$ cat config.mk
export PLATFORM = sky130hd
export DESIGN_NAME = exc_entry_unit
export DESIGN_NICKNAME = d
export VERILOG_FILES = /design/src/rtl/exc_pkg.sv /design/src/rtl/exc_classify.sv /design/src/rtl/exc_vector.sv /design/src/rtl/exc_cp0_regs.sv /design/src/rtl/exc_entry_unit.sv
export SDC_FILE = /design/constraint.sdc
export NUM_CORES = 1
export LEC_CHECK = 0
export ABC_AREA = 1
export BUFFER_PORTS_ARGS = -buffer_cell sky130_fd_sc_hd__buf_2
export CAP_MARGIN = 20
export CORE_MARGIN = 2
export CORE_UTILIZATION = 42
export DETAILED_ROUTE_END_ITERATION = 7
export HOLD_SLACK_MARGIN = 0.12
export PLACE_DENSITY = 0.87
export SLEW_MARGIN = 20
export SYNTH_ARGS = -nofsm -noshare
export SYNTH_HDL_FRONTEND = slang
export SYNTH_SLANG_ARGS = --single-unit
$ cat constraint.sdc
create_clock -name clk -period 2.8 [get_ports clk]
set_input_delay 0.42 -clock clk [delete_from_list [all_inputs] [get_ports clk]]
set_output_delay 0.42 -clock clk [all_outputs]
set_load 0.02 [all_outputs]
$ cat src/rtl/exc_pkg.sv
package exc_pkg;

  typedef enum logic [3:0] {
    FT_INT          = 4'd0,
    FT_TLB_MOD      = 4'd1,
    FT_TLB_REFILL   = 4'd2,
    FT_TLB_INVAL    = 4'd3,
    FT_ADDR_ERR     = 4'd4,
    FT_IBUS_ERR     = 4'd5,
    FT_DBUS_ERR     = 4'd6,
    FT_SYSCALL      = 4'd7,
    FT_BREAK        = 4'd8,
    FT_RESV_INSTR   = 4'd9,
    FT_COP_UNUSABLE = 4'd10,
    FT_OVERFLOW     = 4'd11,
    FT_TRAP         = 4'd12,
    FT_WATCH        = 4'd13,
    FT_MCHECK       = 4'd14,
    FT_CACHE_ERR    = 4'd15
  } fault_t;

  typedef enum logic [1:0] {
    OFS_ZERO    = 2'd0,
    OFS_GENERAL = 2'd1,
    OFS_INTVEC  = 2'd2
  } ofs_sel_t;

  typedef struct packed {
    logic [4:0] code;
    ofs_sel_t   ofs;
    logic       wr_bad;
    logic       wr_tlb;
    logic       wr_ce;
  } fault_class_t;

  localparam logic [31:0] BOOT_BASE   = 32'hBFC0_0200;
  localparam logic [31:0] OFS_GEN_VAL = 32'h0000_0180;
  localparam logic [31:0] OFS_INT_VAL = 32'h0000_0200;

endpackage

$ cat src/rtl/exc_classify.sv
module exc_classify
  import exc_pkg::*;
(
  input  fault_t       ftype,
  input  logic         store,
  input  logic         exl,
  input  logic         iv,
  output fault_class_t cls
);

  always_comb begin
    cls        = '0;
    cls.ofs    = OFS_GENERAL;
    unique case (ftype)
      FT_INT: begin
        cls.code = 5'd0;
        cls.ofs  = iv ? OFS_INTVEC : OFS_ZERO;
      end
      FT_TLB_MOD: begin
        cls.code   = 5'd1;
        cls.wr_bad = 1'b1;
        cls.wr_tlb = 1'b1;
      end
      FT_TLB_REFILL: begin
        cls.code   = store ? 5'd3 : 5'd2;
        cls.ofs    = exl ? OFS_GENERAL : OFS_ZERO;
        cls.wr_bad = 1'b1;
        cls.wr_tlb = 1'b1;
      end
      FT_TLB_INVAL: begin
        cls.code   = store ? 5'd3 : 5'd2;
        cls.wr_bad = 1'b1;
        cls.wr_tlb = 1'b1;
      end
      FT_ADDR_ERR: begin
        cls.code   = store ? 5'd5 : 5'd4;
        cls.wr_bad = 1'b1;
      end
      FT_IBUS_ERR:     cls.code = 5'd6;
      FT_DBUS_ERR:     cls.code = 5'd7;
      FT_SYSCALL:      cls.code = 5'd8;
      FT_BREAK:        cls.code = 5'd9;
      FT_RESV_INSTR:   cls.code = 5'd10;
      FT_COP_UNUSABLE: begin
        cls.code  = 5'd11;
        cls.wr_ce = 1'b1;
      end
      FT_OVERFLOW:     cls.code = 5'd12;
      FT_TRAP:         cls.code = 5'd13;
      FT_WATCH:        cls.code = 5'd23;
      FT_MCHECK:       cls.code = 5'd24;
      FT_CACHE_ERR:    cls.code = 5'd30;
      default:         cls.code = 5'd0;
    endcase
  end

endmodule

$ cat src/rtl/exc_vector.sv
module exc_vector
  import exc_pkg::*;
#(
  parameter int XLEN = 32
) (
  input  logic            bev,
  input  logic [XLEN-1:0] ebase,
  input  ofs_sel_t        ofs,
  output logic [XLEN-1:0] vec
);

  logic [XLEN-1:0] base;
  logic [XLEN-1:0] offset;

  always_comb begin
    base = bev ? ebase : XLEN'(BOOT_BASE);
    unique case (ofs)
      OFS_ZERO:    offset = '0;
      OFS_INTVEC:  offset = XLEN'(OFS_INT_VAL);
      default:     offset = XLEN'(OFS_GEN_VAL);
    endcase
    vec = base + offset;
  end

endmodule

$ cat src/rtl/exc_cp0_regs.sv
module exc_cp0_regs
  import exc_pkg::*;
#(
  parameter int XLEN   = 32,
  parameter int VPN_W  = 21,
  parameter int ASID_W = 8,
  parameter int CE_W   = 2
) (
  input  logic              clk,
  input  logic              rst,
  input  logic              take,
  input  fault_class_t      cls,
  input  logic [XLEN-1:0]   vaddr,
  input  logic [VPN_W-1:0]  vpn,
  input  logic [ASID_W-1:0] asid,
  input  logic [CE_W-1:0]   cop,
  input  logic [XLEN-1:0]   pc,
  input  logic              in_delay,
  output logic              exl,
  output logic [XLEN-1:0]   cause,
  output logic [XLEN-1:0]   badvaddr,
  output logic [XLEN-1:0]   entryhi,
  output logic [XLEN-1:0]   context_r,
  output logic [XLEN-1:0]   epc
);

  localparam int VPN2_W   = VPN_W - 2;
  localparam int EH_VPN2  = XLEN - VPN2_W;
  localparam int EH_EXT   = EH_VPN2 - 2;
  localparam int CTX_VPN2 = 4;
  localparam int CA_BD    = XLEN - 1;
  localparam int CA_CE    = 28;
  localparam int CA_CODE  = 2;

  logic              exl_q;
  logic              bd_q;
  logic [CE_W-1:0]   ce_q;
  logic [4:0]        code_q;
  logic [XLEN-1:0]   bad_q;
  logic [VPN2_W-1:0] vpn2_q;
  logic [1:0]        ext_q;
  logic [ASID_W-1:0] asid_q;
  logic [VPN2_W-1:0] ctx_vpn2_q;
  logic [XLEN-1:0]   epc_q;

  always_ff @(posedge clk) begin
    if (rst) begin
      exl_q      <= 1'b0;
      bd_q       <= 1'b0;
      ce_q       <= '0;
      code_q     <= '0;
      bad_q      <= '0;
      vpn2_q     <= '0;
      ext_q      <= '0;
      asid_q     <= '0;
      ctx_vpn2_q <= '0;
      epc_q      <= '0;
    end else if (take) begin
      code_q <= cls.code;
      exl_q  <= 1'b1;
      if (!exl_q) begin
        bd_q  <= in_delay;
        epc_q <= in_delay ? pc - XLEN'(4) : pc;
      end
      if (cls.wr_ce)  ce_q  <= cop;
      if (cls.wr_bad) bad_q <= vaddr;
      if (cls.wr_tlb) begin
        vpn2_q     <= vpn[VPN_W-1:2];
        ext_q      <= vpn[1:0];
        asid_q     <= asid;
        ctx_vpn2_q <= vpn[VPN_W-1:2];
      end
    end
  end

  always_comb begin
    cause                          = '0;
    cause[CA_BD]                   = bd_q;
    cause[CA_CE +: CE_W]           = ce_q;
    cause[CA_CODE +: 5]            = code_q;
    entryhi                        = '0;
    entryhi[EH_VPN2 +: VPN2_W]     = vpn2_q;
    entryhi[EH_EXT +: 2]           = ext_q;
    entryhi[0 +: ASID_W]           = asid_q;
    context_r                      = '0;
    context_r[CTX_VPN2 +: VPN2_W]  = ctx_vpn2_q;
  end

  assign exl      = exl_q;
  assign badvaddr = bad_q;
  assign epc      = epc_q;

  a_r10_exl_sticky: assert property (@(posedge clk) disable iff (rst)
    exl_q |=> exl_q);

  a_r10_epc_held_when_nested: assert property (@(posedge clk) disable iff (rst)
    exl_q |=> ($stable(epc_q) && $stable(bd_q)));

  a_r9_ce_only_on_cop: assert property (@(posedge clk) disable iff (rst)
    !(take && cls.wr_ce) |=> $stable(ce_q));

  a_r7_bad_only_on_addr: assert property (@(posedge clk) disable iff (rst)
    !(take && cls.wr_bad) |=> $stable(bad_q));

endmodule

$ cat src/rtl/exc_entry_unit.sv
module exc_entry_unit
  import exc_pkg::*;
#(
  parameter int XLEN   = 32,
  parameter int VPN_W  = 21,
  parameter int ASID_W = 8,
  parameter int CE_W   = 2
) (
  input  logic              clk,
  input  logic              rst,
  input  logic              req_valid,
  input  logic [3:0]        req_type,
  input  logic              req_store,
  input  logic [XLEN-1:0]   req_vaddr,
  input  logic [VPN_W-1:0]  req_vpn,
  input  logic [ASID_W-1:0] req_asid,
  input  logic [CE_W-1:0]   req_cop,
  input  logic [XLEN-1:0]   req_pc,
  input  logic              req_in_delay,
  input  logic              cfg_bev,
  input  logic              cfg_iv,
  input  logic [XLEN-1:0]   cfg_ebase,
  output logic              redir_valid,
  output logic [XLEN-1:0]   redir_pc,
  output logic              status_exl,
  output logic [XLEN-1:0]   cause_q,
  output logic [XLEN-1:0]   badvaddr_q,
  output logic [XLEN-1:0]   entryhi_q,
  output logic [XLEN-1:0]   context_q,
  output logic [XLEN-1:0]   epc_q
);

  fault_class_t    cls;
  logic [XLEN-1:0] vec;
  logic            take;
  logic            exl;

  assign take = req_valid && !rst;

  exc_classify u_classify (
    .ftype (fault_t'(req_type)),
    .store (req_store),
    .exl   (exl),
    .iv    (cfg_iv),
    .cls   (cls)
  );

  exc_vector #(.XLEN(XLEN)) u_vector (
    .bev   (cfg_bev),
    .ebase (cfg_ebase),
    .ofs   (cls.ofs),
    .vec   (vec)
  );

  exc_cp0_regs #(
    .XLEN(XLEN), .VPN_W(VPN_W), .ASID_W(ASID_W), .CE_W(CE_W)
  ) u_regs (
    .clk       (clk),
    .rst       (rst),
    .take      (take),
    .cls       (cls),
    .vaddr     (req_vaddr),
    .vpn       (req_vpn),
    .asid      (req_asid),
    .cop       (req_cop),
    .pc        (req_pc),
    .in_delay  (req_in_delay),
    .exl       (exl),
    .cause     (cause_q),
    .badvaddr  (badvaddr_q),
    .entryhi   (entryhi_q),
    .context_r (context_q),
    .epc       (epc_q)
  );

  always_ff @(posedge clk) begin
    if (rst) begin
      redir_valid <= 1'b0;
      redir_pc    <= '0;
    end else begin
      redir_valid <= req_valid;
      if (req_valid) redir_pc <= vec;
    end
  end

  assign status_exl = exl;

  a_r6_strobe_follows_req: assert property (@(posedge clk) disable iff (rst)
    redir_valid |-> $past(req_valid));

  a_r10_exl_set_on_redirect: assert property (@(posedge clk) disable iff (rst)
    redir_valid |-> status_exl);

  a_r6_pc_stable_when_idle: assert property (@(posedge clk) disable iff (rst)
    !req_valid |=> $stable(redir_pc));

endmodule

After elaboration in Yosys (flattened, before gate mapping)
Index checks and enable logic that the tools add are counted.
{"block": "word_totals", "regBits": 135, "out_inout_bits": 194}
{"block": "op_classes", "n_eq_ne": 16, "reduce_logical": 11, "addsub": 2, "n_bitwise": 1, "n_mux": 12}
{"operator": "case mux 5 bit (15 select lines)", "count": 1}
{"operator": "two-way mux 32 bit", "count": 2}
{"operator": "adder 32 x 10 -> 32 bit", "count": 1}
{"operator": "equality test 4 bit (second input constant)", "count": 8}
{"operator": "subtractor 32 x 3 -> 32 bit (second input constant)", "count": 1}
{"operator": "case mux 10 bit (2 select lines)", "count": 1}
{"operator": "equality test 4 x 3 -> 1 bit (second input constant)", "count": 4}
{"operator": "equality test 4 x 2 -> 1 bit (second input constant)", "count": 2}
{"operator": "AND reduction 2 bit", "count": 4}
{"operator": "two-way mux 1 bit", "count": 6}
{"operator": "equality test 4 x 1 -> 1 bit (second input constant)", "count": 1}
{"operator": "zero test 4 bit", "count": 1}
{"operator": "case mux 2 bit (2 select lines)", "count": 1}
{"operator": "OR reduction 4 bit", "count": 1}
{"operator": "OR reduction 3 bit", "count": 1}
{"operator": "equality test 2 bit (second input constant)", "count": 1}
{"operator": "zero test 2 bit", "count": 1}
{"operator": "two-way mux 2 bit", "count": 1}
{"operator": "OR reduction 2 bit", "count": 1}
{"operator": "logical AND 1 bit", "count": 1}
{"operator": "zero test 1 bit", "count": 1}
{"operator": "NOT 1 bit", "count": 1}

Logic depth before layout (Yosys ltp)
{"block": "logic_depth", "ltp_word": 5, "ltp_mapped": 19, "ltp_nobuf": 17}

Cells and area by module
Synthesis repeated with hierarchy kept, for this count alone.
{"block": "unflattened", "hier_cells": 1136, "area_unflattened_um2": 7447.1}
{"mod": "exc_cp0_regs", "seq_area_each_um2": 2042.0, "area_per_inst_um2": 4899.7, "cells_each": 670, "instances": 1}
{"mod": "exc_entry_unit", "seq_area_each_um2": 660.6, "area_per_inst_um2": 1348.8, "cells_each": 207, "instances": 1}
{"mod": "exc_vector", "seq_area_each_um2": 0.0, "area_per_inst_um2": 999.7, "cells_each": 218, "instances": 1}
{"mod": "exc_classify", "seq_area_each_um2": 0.0, "area_per_inst_um2": 198.9, "cells_each": 41, "instances": 1}

Least setup slack after synthesis
Ideal clock, no wire load.
{"block": "synth_timing", "path_kind": "in2reg", "startpoint": "in req_type[2]", "endpoint": "reg redir_pc[17]", "path_buffers": 2, "slack_ps": 82, "setup_time_ps": 115, "cell_stages": 18, "t_arrival_ps": 2603, "path_cell_list": "clkbuf_1 nor2_1 buf_2 o21ai_0 nor2_1 inv_1 ha_1 inv_1 fa_1 inv_1 nand2_1 nand2_1 nand2_1 nor2_4 nand2_2 xor2_1 o21ai_0 inv_1"}
{"block": "synth_via", "elab_chain_cells": 5, "word_cells_on_any_way": 7, "cone_classes": "add/sub (1); eq/ne (2); mux (2); reduce/logical (2)"}
{"item": "from (decl)", "line_no": "exc_entry_unit.sv:12", "text": "input logic [3:0] req_type,"}
{"item": "equality test 4 x 2 -> 1 bit / zero test 4 bit (equally long branches)", "line_no": "exc_classify.sv:14", "text": "unique case (ftype)"}
{"item": "case mux 2 bit (2 select lines) (*)", "line_no": "exc_classify.sv:14"}
{"item": "equality test 2 bit / zero test 2 bit (equally long branches)", "line_no": "exc_vector.sv:17", "text": "unique case (ofs)"}
{"item": "case mux 10 bit (2 select lines) (*)", "line_no": "exc_vector.sv:17"}
{"item": "adder 32 x 10 -> 32 bit (*)", "line_no": "exc_vector.sv:22", "text": "vec = base + offset;"}
{"item": "to (signal assigned)", "line_no": "exc_entry_unit.sv:82", "text": "if (req_valid) redir_pc <= vec;"}
{"item": "to (decl)", "line_no": "exc_entry_unit.sv:24", "text": "output logic [XLEN-1:0] redir_pc,"}
Every way passes the cells marked *; elsewhere a longest branch is shown, timed or not.
A chain may end at the register's enable or synchronous reset.

Worst setup path in the final report
{"block": "layout_timing", "startpoint": "reg u_regs.exl_q, in the netlist u_regs.exl", "endpoint": "reg redir_pc[17]"}
{"block": "layout_via", "elab_chain_cells": 5, "word_cells_on_any_way": 6, "cone_classes": "add/sub (1); eq/ne (1); mux (3); reduce/logical (1)"}
{"item": "from (decl)", "line_no": "exc_cp0_regs.sv:35", "text": "logic exl_q;"}
{"item": "from (signal assigned)", "line_no": "exc_cp0_regs.sv:48", "text": "exl_q <= 1'b0;"}
{"item": "from (signal assigned)", "line_no": "exc_cp0_regs.sv:60", "text": "exl_q <= 1'b1;"}
{"item": "two-way mux 1 bit (*)", "line_no": "exc_classify.sv:26", "text": "cls.ofs = exl ? OFS_GENERAL : OFS_ZERO;"}
{"item": "case mux 2 bit (2 select lines) (*)", "line_no": "exc_classify.sv:14"}
{"item": "equality test 2 bit / zero test 2 bit (equally long branches)", "line_no": "exc_vector.sv:17"}
{"item": "case mux 10 bit (2 select lines) (*)", "line_no": "exc_vector.sv:17"}
{"item": "adder 32 x 10 -> 32 bit (*)", "line_no": "exc_vector.sv:22"}
Marks and branches as above.

==> run_results.csv <==
group,metric,value,unit
route,num_vias,7273,
route,viasPerCell,4.91,
setup_path,cp_max_fo,6,
yosys,async_flop_share,0,%
final_layout,layout-drive-gt1-share,29.0,%
yosys,netlist_area,0.00690,sq mm
grt,grt_pass1_wl,33300,um
grt,grt_max_degree,52,
grt,gr-total-overflow,0,
pwr,total_power,0.00516,W
clock_tree,ctsHoldBuffers,0,
floorplan,die_h,132,um
route,wire_per_inst,14.2,um
timing,max_freq,402,MHz
floorplan,die_area,0.0175,sq mm
setup_path,start_kind,"flop",
final_layout,n_antenna_cell,0,
pwr,p_per_area,583,mW/mm^2
route,wl,21000,um
timing,skew,0.00810,ns
yosys,ys_types,45,
pwr,power.leakage,4.62,nW
timing,relSlewSlack,52.5,%
setup_path,crit_path_end_kind,"flop",
clock_tree,clk_latency,0.41,ns
setup_path,ff2ff_path_depth,16,
min_path,min_path_type,"input pin to flop",
yosys,synth_cells,993,
setup_path,worstSetupPathType,"flop to flop",
floorplan,io_pins,332,
floorplan,die_w,132,um
yosys,synth-edff-count,0,
yosys,ys_ff_latch,135,
flow_run,maxCapViolations,0,
route,drtAntennaViolNets,0,
clock_tree,htreeDepth,4,
yosys,synth.avg_cell_area,6.95,sq um
yosys,ys.flop_type,"dfxtp_1",
timing,fin_crit_sh,88.9,%
timing,min_period,2.49,ns
route,drt_iter0_markers,419,
yosys,yosysSeqAreaShare,39.2,%
status,status,"complete, no violations",
grt,grt_pass1_vias,6798,
clock_tree,clockBufferDepth,2,
floorplan,row_count,46,
clock_tree,cts_root_buffer,"clkbuf_16",
timing,maxSlewViolCount,0,
timing,rsz0062_at_grt,"no",
floorplan,core-area,0.0159,sq mm
final_layout,synthToLayoutAreaGrowth,28.4,%
timing,tns,0,ns
setup_path,setup.worst_path.end,"redir_pc[17]",
grt,grt.total_usage,23.7,%
setup_path,r2r-end,"redir_pc[17]",
placed_design,hpwlAfterDp,16000,um
yosys,ys_warn_count,0,
timing,setup_violations,0,
setup_path,arrival,2.78,ns
setup_path,cp.required,3.09,ns
timing,worst_pin_slew,0.711,ns
setup_path,rr_startpoint,"u_regs.exl",
placed_design,place_congestion,0.964,
route,drtPass1Iterations,5,
clock_tree,clk_pin_slew,0.06,ns
clock_tree,numCtsBuffers,17,
clock_tree,cts_tree,"done",
final_layout,fin_nets,1394,
setup_path,regToRegSetupSlack,0.31,ns
route,drc,0,
grt,antenna_found_initial,0,
setup_path,cp-startpoint,"u_regs.exl",
timing,finalHoldViolCount,0,
clock_tree,cts_num_sinks,135,
pwr,peakVddDrop,0.000362,V
final_layout,nFillCells,1532,
placed_design,port_buffers,291,
floorplan,initial_utilization,43.3,%
-- kinds of logic (layout without fill, tap and decap cells) --
| logic type | after synthesis | after routing | synth area share, % |
|---|---|---|---|
| muxes | 4 | 4 | 0.581 |
| other | 1 | 40 | 0.0544 |
| buffers and inverters | 184 | 416 | 13.7 |
| DFF | 135 | 135 | 39.2 |
| xor gates and xnor gates | 26 | 26 | 3.30 |
| and+or+nand+nor | 497 | 497 | 31.2 |
| adders and majority gates | 5 | 5 | 1.02 |
| AOI/OAI and AO/OA | 141 | 141 | 10.9 |
-- per-stage QoR --
stage	setup WS, ns	cell area, sq um	utilization, %	hold WS (ns)	cells
4_1_cts	0.250	8840	55.4	0.197	1478
3_3_place_gp	0.136	8230	51.6	0.433	1446
2_1_floorplan	0.0817	7040	-	0.454	1032
5_1_grt	0.0606	8850	55.5	0.217	1480
6_report	0.311	8850	55.5	0.223	1480
3_5_place_dp	0.0180	8230	51.6	0.438	1446
-- worst max-delay path: stages, from the launching register on --
cell and delay (ns):
dfxtp_1 0.33, inv_1 0.07, o21ai_0 0.22, nor2_1 0.11, inv_1 0.10, ha_1 0.16
inv_1 0.06, fa_1 0.35, inv_1 0.08, nand2_1 0.06, nand2_1 0.09, nand2_2 0.12
nor2_4 0.21, nand2_2 0.08, xor2_1 0.14, o21ai_0 0.14, inv_1 0.06
-- where the power goes --
| part | switching, W | leakage (nW) | internal [W] |
|---|---|---|---|
| clock | 0.000890 | 0.301 | 0.00143 |
| combinational | 0.000517 | 3.22 | 0.000253 |
| sequential | 0.0000522 | 1.10 | 0.00202 |
-- state kept, by name, summed over array words and instances (netlist names), 2 cells and up --
register	flops
u_regs.code_q	5
u_regs.epc	32
redir_pc	32
u_regs.badvaddr	32
u_regs.ext_q	2
u_regs.vpn2_q	19
u_regs.asid_q	8
u_regs.ce_q	2
-- worst min path at each step --
stage,start,end,slack (ns),cells past startpoint
3_3_place_gp,u_regs.code_q[0],u_regs.code_q[0],0.43,2
2_1_floorplan,u_regs.bd_q,u_regs.bd_q,0.45,2
6_report,req_pc[0],u_regs.epc[0],0.22,3
3_5_place_dp,redir_pc[18],redir_pc[18],0.44,2
4_1_cts,req_pc[1],u_regs.epc[1],0.20,3
5_1_grt,req_pc[1],u_regs.epc[1],0.22,3
-- cell usage after synthesis (5+ instances only) --
| master | count | share of area [%] |
|---|---|---|
| nand3_1 | 90 | 6.5 |
| nand2_2 | 5 | 0.45 |
| clkbuf_1 | 24 | 1.3 |
| a21oi_1 | 43 | 3.1 |
| xnor2_1 | 7 | 0.89 |
| dfxtp_1 | 135 | 39 |
| buf_2 | 14 | 1.0 |
| nand2_1 | 191 | 10 |
| buf_4 | 61 | 6.6 |
| buf_1 | 5 | 0.27 |
| xor2_1 | 19 | 2.4 |
| nor2_4 | 6 | 0.98 |
| nor2_1 | 171 | 9.3 |
| nand4_1 | 12 | 1.1 |
| inv_1 | 75 | 4.1 |
| o21ai_0 | 77 | 5.6 |
-- cells in the final DEF, fill, tap and decap left out, drive strengths merged, types with 3 or more instances in the layout --
master	synthesis	final
buf	81	305
nand2	196	196
nor2	182	182
dfxtp	135	135
nand3	92	92
inv	79	83
o21ai	80	80
a21oi	43	43
conb	1	40
xor2	19	19
clkbuf	24	18
nand4	12	12
xnor2	7	7
clkinv	0	6
nor3	5	5
mux2i	4	4
or2	4	4
ha	4	4
a21boi	3	3
a31oi	3	3
bufinv	0	3
-- per-layer routing --
layer | track usage (%) | vias to the layer above | routed length [um]
met5 | 0 | - | 0
li1 | - | 3598 | -
met2 | 39.5 | 356 | 10000
met3 | 5.88 | 46 | 1910
met1 | 28.7 | 3273 | 8370
met4 | 11.3 | 0 | 687
-- cell type report --
type,instances,area (sq um),share of cell area (%)
clock buffers,18,439,4.96
flip-flops and latches,135,2700,30.5
well taps,216,270,3.05
inverters,79,299,3.38
clock inverters,14,170,1.92
repair buffers,305,1570,17.8
multi-input cells,713,3400,38.4
-- what timing repair did --
action,in CTS,in global routing
setup buffers,0,2
endpoints found under the setup margin,0,2
gates resized for setup,0,1
No activity file was read; power rests on OpenSTA's default activity.
